--- config.mk ---
export PLATFORM = sky130hd
export DESIGN_NAME = seqrisc_core
export DESIGN_NICKNAME = d
export VERILOG_FILES = /design/src/rtl/seqrisc_pkg.sv /design/src/rtl/seqrisc_regfile.sv /design/src/rtl/seqrisc_alu.sv /design/src/rtl/seqrisc_decode.sv /design/src/rtl/seqrisc_core.sv
export SDC_FILE = /design/constraint.sdc
export NUM_CORES = 2
export LEC_CHECK = 0
export BUFFER_PORTS_ARGS = -buffer_cell sky130_fd_sc_hd__buf_2
export CORE_ASPECT_RATIO = 1.25
export CORE_UTILIZATION = 50
export CTS_BUF_LIST = sky130_fd_sc_hd__clkbuf_8
export DETAILED_ROUTE_END_ITERATION = 16
export PLACE_DENSITY_LB_ADDON = 0.2
export SYNTH_ARGS = -nofsm -noshare
export SYNTH_HDL_FRONTEND = slang
export SYNTH_SLANG_ARGS = --single-unit
--- constraint.sdc ---
create_clock -name clk_i -period 7.77 [get_ports clk_i]
set_input_delay 1.554 -clock clk_i [delete_from_list [all_inputs] [get_ports clk_i]]
set_output_delay 1.554 -clock clk_i [all_outputs]
set_load 0.03 [all_outputs]
--- src/rtl/seqrisc_pkg.sv ---
`timescale 1ns/1ps
package seqrisc_pkg;
  localparam int XLEN = 32;
  localparam int RF_N = 32;

  localparam logic [5:0] OP_RR   = 6'h00;
  localparam logic [5:0] OP_J    = 6'h02;
  localparam logic [5:0] OP_BEQZ = 6'h04;
  localparam logic [5:0] OP_LW   = 6'h23;
  localparam logic [5:0] OP_SW   = 6'h2B;
  localparam logic [5:0] OP_HALT = 6'h3F;

  localparam logic [10:0] FN_ADD = 11'h020;
  localparam logic [10:0] FN_SUB = 11'h022;
  localparam logic [10:0] FN_SLT = 11'h02A;

  typedef enum logic [2:0] {
    ST_IF, ST_ID, ST_EX, ST_MM, ST_WB, ST_HALT
  } step_e;

  typedef enum logic [1:0] {
    ALU_ADD, ALU_SUB, ALU_SLT
  } alu_op_e;

  typedef struct packed {
    logic            is_rr;
    logic            is_lw;
    logic            is_sw;
    logic            is_beqz;
    logic            is_j;
    logic            is_halt;
    alu_op_e         alu_op;
    logic            wr_en;
    logic [4:0]      wr_addr;
    logic [4:0]      rs1;
    logic [4:0]      rs2;
    logic [XLEN-1:0] imm;
  } dec_t;
endpackage

--- src/rtl/seqrisc_regfile.sv ---
`timescale 1ns/1ps
module seqrisc_regfile #(
  parameter int XLEN = 32,
  parameter int NREG = 32,
  localparam int AW = $clog2(NREG)
) (
  input  logic            clk_i,
  input  logic            rst_ni,
  input  logic [AW-1:0]   ra_a_i,
  input  logic [AW-1:0]   ra_b_i,
  output logic [XLEN-1:0] rd_a_o,
  output logic [XLEN-1:0] rd_b_o,
  input  logic            we_i,
  input  logic [AW-1:0]   wa_i,
  input  logic [XLEN-1:0] wd_i
);
  logic [XLEN-1:0] regs [NREG];

  // entry 0 is a constant, the rest are flops
  assign regs[0] = '0;

  for (genvar g = 1; g < NREG; g++) begin : g_reg
    always_ff @(posedge clk_i or negedge rst_ni) begin
      if (!rst_ni)                         regs[g] <= '0;
      else if (we_i && wa_i == AW'(g))     regs[g] <= wd_i;
    end
  end

  assign rd_a_o = regs[ra_a_i];
  assign rd_b_o = regs[ra_b_i];
endmodule

--- src/rtl/seqrisc_alu.sv ---
`timescale 1ns/1ps
module seqrisc_alu
  import seqrisc_pkg::*;
#(
  parameter int XLEN = 32
) (
  input  alu_op_e         op_i,
  input  logic [XLEN-1:0] a_i,
  input  logic [XLEN-1:0] b_i,
  output logic [XLEN-1:0] y_o
);
  logic [XLEN-1:0] diff;
  logic            lt;

  assign diff = a_i - b_i;
  // signed less-than from sign bits and difference
  assign lt = (a_i[XLEN-1] != b_i[XLEN-1]) ? a_i[XLEN-1] : diff[XLEN-1];

  always_comb begin
    unique case (op_i)
      ALU_SUB: y_o = diff;
      ALU_SLT: y_o = {{(XLEN-1){1'b0}}, lt};
      default: y_o = a_i + b_i;
    endcase
  end
endmodule

--- src/rtl/seqrisc_decode.sv ---
`timescale 1ns/1ps
module seqrisc_decode
  import seqrisc_pkg::*;
(
  input  logic [31:0] ir_i,
  output dec_t        dec_o
);
  logic [5:0]  opc;
  logic [10:0] fn;

  assign opc = ir_i[31:26];
  assign fn  = ir_i[10:0];

  always_comb begin
    dec_o         = '0;
    dec_o.alu_op  = ALU_ADD;
    dec_o.rs1     = ir_i[25:21];
    dec_o.rs2     = ir_i[20:16];
    dec_o.wr_addr = ir_i[20:16];
    dec_o.imm     = {{(XLEN-16){ir_i[15]}}, ir_i[15:0]};
    unique case (opc)
      OP_RR: begin
        dec_o.wr_addr = ir_i[15:11];
        unique case (fn)
          FN_ADD:  begin dec_o.is_rr = 1'b1; dec_o.alu_op = ALU_ADD; end
          FN_SUB:  begin dec_o.is_rr = 1'b1; dec_o.alu_op = ALU_SUB; end
          FN_SLT:  begin dec_o.is_rr = 1'b1; dec_o.alu_op = ALU_SLT; end
          default: dec_o.is_rr = 1'b0;
        endcase
        dec_o.wr_en = dec_o.is_rr;
      end
      OP_LW: begin
        dec_o.is_lw = 1'b1;
        dec_o.wr_en = 1'b1;
      end
      OP_SW:   dec_o.is_sw   = 1'b1;
      OP_BEQZ: dec_o.is_beqz = 1'b1;
      OP_J: begin
        dec_o.is_j = 1'b1;
        dec_o.imm  = {{(XLEN-26){ir_i[25]}}, ir_i[25:0]};
      end
      OP_HALT: dec_o.is_halt = 1'b1;
      default: ;
    endcase
  end
endmodule

--- src/rtl/seqrisc_core.sv ---
`timescale 1ns/1ps
module seqrisc_core
  import seqrisc_pkg::*;
(
  input  logic        clk_i,
  input  logic        rst_ni,
  output logic [31:0] imem_addr_o,
  input  logic [31:0] imem_data_i,
  output logic [31:0] dmem_addr_o,
  output logic [31:0] dmem_wdata_o,
  input  logic [31:0] dmem_rdata_i,
  output logic        dmem_we_o,
  output logic        halted_o
);
  localparam int RAW = $clog2(RF_N);

  step_e           step_q;
  logic [XLEN-1:0] pc_q, npc_q, ir_q, a_q, b_q, imm_q, aluo_q, lmd_q;
  logic            cond_q;

  dec_t            dec;
  logic [XLEN-1:0] rf_a, rf_b, rf_wd;
  logic            rf_we;
  logic [XLEN-1:0] op_a, op_b, alu_y;

  seqrisc_decode u_dec (
    .ir_i  (ir_q),
    .dec_o (dec)
  );

  seqrisc_regfile #(.XLEN(XLEN), .NREG(RF_N)) u_rf (
    .clk_i  (clk_i),
    .rst_ni (rst_ni),
    .ra_a_i (dec.rs1[RAW-1:0]),
    .ra_b_i (dec.rs2[RAW-1:0]),
    .rd_a_o (rf_a),
    .rd_b_o (rf_b),
    .we_i   (rf_we),
    .wa_i   (dec.wr_addr[RAW-1:0]),
    .wd_i   (rf_wd)
  );

  // execute operand select
  always_comb begin
    if (dec.is_rr) begin
      op_a = a_q;
      op_b = b_q;
    end else if (dec.is_beqz || dec.is_j) begin
      op_a = npc_q;
      op_b = imm_q;
    end else begin
      op_a = a_q;
      op_b = imm_q;
    end
  end

  seqrisc_alu #(.XLEN(XLEN)) u_alu (
    .op_i (dec.is_rr ? dec.alu_op : ALU_ADD),
    .a_i  (op_a),
    .b_i  (op_b),
    .y_o  (alu_y)
  );

  assign rf_we = (step_q == ST_WB) && dec.wr_en;
  assign rf_wd = dec.is_lw ? lmd_q : aluo_q;

  always_ff @(posedge clk_i or negedge rst_ni) begin
    if (!rst_ni) begin
      step_q <= ST_IF;
      pc_q   <= '0;
      npc_q  <= '0;
      ir_q   <= '0;
      a_q    <= '0;
      b_q    <= '0;
      imm_q  <= '0;
      aluo_q <= '0;
      cond_q <= 1'b0;
      lmd_q  <= '0;
    end else begin
      unique case (step_q)
        ST_IF: begin
          ir_q   <= imem_data_i;
          npc_q  <= pc_q + XLEN'(4);
          step_q <= ST_ID;
        end
        ST_ID: begin
          a_q    <= rf_a;
          b_q    <= rf_b;
          imm_q  <= dec.imm;
          step_q <= dec.is_halt ? ST_HALT : ST_EX;
        end
        ST_EX: begin
          aluo_q <= alu_y;
          cond_q <= dec.is_j || (dec.is_beqz && a_q == '0);
          step_q <= ST_MM;
        end
        ST_MM: begin
          if (dec.is_lw) lmd_q <= dmem_rdata_i;
          step_q <= ST_WB;
        end
        ST_WB: begin
          pc_q   <= cond_q ? aluo_q : npc_q;
          step_q <= ST_IF;
        end
        default: step_q <= ST_HALT;
      endcase
    end
  end

  assign imem_addr_o  = pc_q;
  assign dmem_addr_o  = aluo_q;
  assign dmem_wdata_o = b_q;
  assign dmem_we_o    = (step_q == ST_MM) && dec.is_sw;
  assign halted_o     = (step_q == ST_HALT);
endmodule

== After elaboration in Yosys (flattened, before gate mapping) ==
Index checks and enable logic that the tools add are counted.

* Register bits after elaboration: 1252

* Add/subtract/negate cells: 3
* Bitwise gates (word level): 2
* Eq/ne operators: 47
* Reduce and logical (&&, ||, !) cells: 41
* Multiplexer cells: 28
* $lt $le $gt $ge: 2

{| class="wikitable"
|+ Operator list
! cell !! number
|-
| $bmux 32 s5 || 2
|-
| $mux 32 || 10
|-
| $eq 5x5->1 const B || 16
|-
| $pmux 32 s2 || 1
|-
| $eq 5x4->1 const B || 8
|-
| $logic_and 1x1->1 || 34
|-
| $eq 11x6->1 const B || 3
|-
| $add 32x3->32 const B || 1
|-
| $add 32x32->32 || 1
|-
| $logic_not 32->1 || 1
|-
| $sub 32x32->32 || 1
|-
| $eq 5x3->1 const B || 4
|-
| $eq 6x6->1 const B || 3
|-
| $pmux 3 s5 || 1
|-
| $ge 6x6->1 const B || 2
|-
| $not 5->6 || 2
|-
| $eq 5x2->1 const B || 2
|-
| $mux 1 || 8
|-
| $eq 3x2->1 const B || 2
|-
| $eq 3x3->1 const B || 2
|-
| $eq 6x2->1 const B || 1
|-
| $eq 6x3->1 const B || 1
|-
| $logic_not 6->1 || 1
|-
| $eq 5x1->1 const B || 1
|-
| other kinds (13) || 15
|}

== Logic depth before layout (Yosys ltp) ==
* Word-level depth: 8
* Gate-level depth with buffers: 21
* Gate-level depth less buffers: 19

== Hierarchy ==
Synthesis repeated with hierarchy kept, for this count alone.

* Cells, all modules: 5258
* Area total of the unflattened synthesis: 69377.8 µm²

{| class="wikitable"
|+ By module, submodules not included
! module !! seq. area each (µm²) !! area each (µm²) !! times used !! cells each
|-
| seqrisc_regfile || 24823.8 || 53226.0 || 1 || 3639
|-
| seqrisc_core || 6506.2 || 11787.6 || 1 || 965
|-
| seqrisc_alu || 0.0 || 3821.2 || 1 || 580
|-
| seqrisc_decode || 0.0 || 543.0 || 1 || 74
|}

== Worst setup path before layout ==
OpenSTA, ideal clock, no wires.

* Path kind: reg-to-reg
* Start point: register ir_q[28]
* End point: register aluo_q[31], in the netlist dmem_addr_o[31]
* Slack: 2.366 ns
* Path buffers: 3
* Cell stages (with the launch flop): 20
* Arrival time: 5.263 ns
* Period minus slack after synthesis: 5.404 ns
* Required time: 7.630 ns
* Cell sequence: dfrtp_1 > nor3_1 > or4b_1 > clkbuf_1 > a2111oi_4 > clkbuf_1 > mux2_2 > ha_1 > clkbuf_1 > or4_1 > or3_1 > o21ba_2 > o21ai_0 > a211oi_1 > nor2_1 > nor2_1 > o21bai_1 > fa_1 > nand3_1 > o311ai_1

* Word-level cells in the longest chain between the ends: 7
* Elaborated cells on any way between the ends: 17

{| class="wikitable"
|+ Ends and longest elaborated chain
! element !! RTL line !! source
|-
| start, declared || seqrisc_core.sv:18 || <nowiki>logic [XLEN-1:0] pc_q, npc_q, ir_q, a_q, b_q, imm_q, aluo_q, lmd_q;</nowiki>
|-
| start signal, assigned || seqrisc_core.sv:82 || <nowiki>ir_q <= imem_data_i;</nowiki>
|-
| $eq 6x3->1 / $eq 6x2->1 (equally long branches) || seqrisc_decode.sv:21 || <nowiki>unique case (opc)</nowiki>
|-
| $mux 1 || seqrisc_decode.sv:21 ||
|-
| $logic_or 1x1->1 || seqrisc_core.sv:48 || <nowiki>end else if (dec.is_beqz || dec.is_j) begin</nowiki>
|-
| $mux 32 || seqrisc_core.sv:48 ||
|-
| $mux 32 || seqrisc_core.sv:45 || <nowiki>if (dec.is_rr) begin</nowiki>
|-
| $add 32x32->32 / $sub 32x32->32 (equally long branches) || seqrisc_alu.sv:23, seqrisc_alu.sv:15 ||
|-
| $pmux 32 s2 * || seqrisc_alu.sv:20 || <nowiki>unique case (op_i)</nowiki>
|-
| end signal, assigned || seqrisc_core.sv:93 || <nowiki>aluo_q <= alu_y;</nowiki>
|-
| end, declared || seqrisc_core.sv:18 ||
|}

Every way passes the cells marked *; elsewhere a longest branch is shown, timed or not.
A chain may end at the register's enable or synchronous reset.

== Worst setup path after layout ==
* Start point: register ir_q[28]
* End point: register aluo_q[0], in the netlist dmem_addr_o[0]

* Word-level cells in the longest chain between the ends: 8
* Elaborated cells on any way between the ends: 19

{| class="wikitable"
|+ Ends and longest elaborated chain
! element !! RTL line !! source
|-
| $eq 6x3->1 / $eq 6x2->1 (equally long branches) || seqrisc_decode.sv:21 ||
|-
| $mux 1 || seqrisc_decode.sv:21 ||
|-
| $logic_or 1x1->1 || seqrisc_core.sv:48 ||
|-
| $mux 32 || seqrisc_core.sv:48 ||
|-
| $mux 32 || seqrisc_core.sv:45 ||
|-
| $sub 32x32->32 / $ne 1x1->1 (equally long branches) || seqrisc_alu.sv:15, seqrisc_alu.sv:17 ||
|-
| $mux 1 || seqrisc_alu.sv:17 || <nowiki>assign lt = (a_i[XLEN-1] != b_i[XLEN-1]) ? a_i[XLEN-1] : diff[XLEN-1];</nowiki>
|-
| $pmux 32 s2 * || seqrisc_alu.sv:20 ||
|}

Marked as above.

==> flow_summary.toml <==
[critical_path]
crit_chain = "nor3_1 > or4b_1 > a2111oi_4 > buf_4 > mux2_2 > ha_1 > inv_1 > a21oi_1 > o221ai_1 > a221oi_1 > o21ai_0 > buf_4 > a211oi_1 > nor2_1 > nor2_1 > o21bai_1 > fa_1 > inv_1 > nand3_1 > a31oi_1"
worst-path-max-fanout = 30
crit_buf_inv = 4
endpoint_kind = "flip-flop"
crit_path_start_kind = "flip-flop"
critical_path.slowest_cell = "a2111oi_4"
path_class = "reg -> reg"
worstPathRequired_ns = 8.62
arrival_ns = 6.86
crit_family = "compound AO/OA/AOI/OAI gates"
slowest_delay_ns = 0.60

[floorplanning]
dieArea_um2 = 133000
die_h_um = 407
die_x_um = 326
start_util_pct = 50.4
rows = 148
core_area_um2 = 130000
io-pin-count = 164

[cts]
clockBufferDepth = 3
clock_sinks = 1246
root_buffer = "clkbuf_8"
numCtsBuffers = 194
path_clk_slew_ns = 0.06
cts_resized = 0
hold_buffers = 0
cts_tree = "yes"
htree_levels = 4
cts_setup_buffers = 0
clock_latency_ns = 0.96

[cells_and_area]
final_cell_mix = "dfrtp_1, nor2_1, a21oi_1, nand2_1, mux4_2"
final_common_cell = "dfrtp_1"
area_growth_pct = 9.66
nNetsFinal = 5887
fin_area_um2 = 72000
fillers = 11100
layout-drive-gt1-share_pct = 24.7

[sta]
skew_ns = 0.0477
setup-tns-final_ns = 0
maxSlewViolCount = 0
fin_crit_ns = 6.02
setup_violations = 0
min_period_over_period_pct = 77.4
rsz0062_at_grt = "no"
hold_viol_final = 0
hold_ws_ns = 0.475
slew_headroom_pct = 16.3
tightest_slew_ns = 1.26
fmax_ghz = 0.166

[placement]
hpwl_um = 124000
globalplace.congestion = 0.938
io_buffers = 163
place_area_um2 = 67900

[synth]
ys_ff_latch = 1246
synth-adder-area-share_pct = 1.33
synth_xor_area_share_pct = 0.801
synth.area.mux_share_pct = 25.2
synth_top_family_by_area = "multiplexers"
async_reset_ff_share_pct = 100
synth_cell_type_count = 73
syn_area_per_cell_um2 = 11.3
synth_edf_count = 0
syn_inst = 5822
synth_area_um2 = 65600
synth-compound-area-share_pct = 12.3
synth_simple_gate_area_share_pct = 9.18
syn_nets = 5956
ys_warn_count = 0
ys.flop_type = "dfrtp_1"
yosysSeqAreaShare_pct = 47.5

[route]
postRouteAntennaNets = 0
num_vias = 48000
remaining_drc_errors = 0
drt_first_iter_violations = 4952
wl_per_cell_um = 27.3
drtPass1Iterations = 6
wl_um = 208000
viasPerCell = 6.28

[global_routing]
grt_pass1_vias = 48000
overflow = 0
antenna_found_initial = 10
grt_pass1_wl_um = 313000
grt_max_degree = 161
grt_usage_pct = 31.9

[status]
status = "finished clean"

[power]
vdd_drop_max_v = 0.000356
power_density_nw_per_um2 = 310
p_leak_nw = 31.7

[hold_path]
hp-class = "reg -> reg"

[job]
drv_cap = 0
## power breakdown
part | leakage, nW | internal (mW) | total, mW | switching (mW)
Combinational | 12.4 | 2.95 | 8.43 | 5.48
Sequential | 16.9 | 7.08 | 8.07 | 0.994
Clock | 2.32 | 3.01 | 5.78 | 2.76
Total | 31.7 | 13.0 | 22.3 | 9.24
## registers in the layout, summed over array words and instances (netlist names), 26 cells and up
signal and count:
lmd_q 32, dmem_addr_o 32, imem_addr_o 32, a_q 32, npc_q 32, dmem_wdata_o 32
u_rf.regs 992, imm_q 26, ir_q 32
## metrics by stage
step / std cells / worst slack (ns) / total power, mW / util (%)
finish: 7645 / 1.75 / 22.3 / 55.3
global route: 7643 / 1.30 / 23.2 / 55.3
CTS: 7637 / 1.78 / 22.3 / 55.3
detailed placement: 7282 / 1.79 / 16.6 / 52.1
global placement: 7282 / 1.84 / 16.5 / 52.1
floorplan: 5822 / 2.37 / 13.6 / -
## cells by family (layout without fill, tap and decap cells)
logic type / Yosys count / count (layout)
fa+ha+maj: 68 / 68
compound gates: 1467 / 1467
mux: 906 / 906
flops: 1246 / 1246
simple gates: 1458 / 1458
buf+inv: 617 / 707
other cells: 0 / 8
xor+xnor: 60 / 60
## layout make-up
cell class                      instances  area (um^2)  area share [%]
Sequential cell                      1246        31200            43.4
Antenna cell                            8         20.0          0.0278
Tap cell                             1725         2160            3.00
Inverter                               71          272           0.377
Multi-Input combinational cell       3959        32300            44.9
Clock buffer                          262         3610            5.01
Clock inverter                         93          470           0.654
Timing Repair Buffer                  281         1920            2.66
## per-layer routing
metal / vias to the layer above / GRT usage, % / wire [um] / part of all wire (%)
met1: 24600 / 42.8 / 84300 / 40
met3: 429 / 5.41 / 15700 / 7.5
li1: 21000 / - / - / -
met2: 2012 / 51.7 / 100000 / 48
met4: 2 / 13.1 / 8220 / 3.9
met5: - / 0 / 10 / 0.0048
## path summary, 6_finish.rpt
kind,startpoint,cells past startpoint,to,slack [ns]
min in group asynchronous,rst_ni,1,lmd_q[27],0.55
hold reg to reg,imm_q[30],2,imm_q[30],0.48
hold / removal,imm_q[30],2,imm_q[30],0.48
setup / recovery,ir_q[28],20,dmem_addr_o[0],1.75
max in group asynchronous,rst_ni,3,u_rf.regs[734],5.61
setup reg to reg,ir_q[28],20,dmem_addr_o[0],1.75
## cells in the mapped netlist, types with 14 or more instances
master    number  area share (%)
nand3_1       20            0.15
mux4_2       576              20
nor2b_1       17            0.16
mux2_2       199             3.4
a21oi_1      678             5.2
mux2i_1      131             2.0
o21ai_0      511             3.9
ha_1          65             1.2
clkbuf_1     407             2.3
o21bai_1      14            0.16
a22o_1        65            0.87
nor2_1       697             4.0
o31ai_1       16            0.18
xor2_1        23            0.31
nand4_1       21            0.20
nor4_1        16            0.15
buf_2         72            0.55
xnor2_1       37            0.49
dfrtp_1     1246              48
buf_1         66            0.38
nand2_1      602             3.4
inv_1         67            0.38
a21o_1        18            0.21
o21ai_1       57            0.43
a221oi_1      19            0.25
nor3_1        21            0.16
## worst register-to-register path, delay by kind of cell (launching register included)
family / cells / cell delay, ns
AO/OA/AOI/OAI: 8 / 2.10
adder cells (fa/ha/maj): 2 / 0.94
multiplexers: 1 / 0.45
flip-flops: 1 / 0.44
buffers and inverters: 4 / 0.94
AND/OR/NAND/NOR: 5 / 1.06
(Power assumes the default switching activity.)
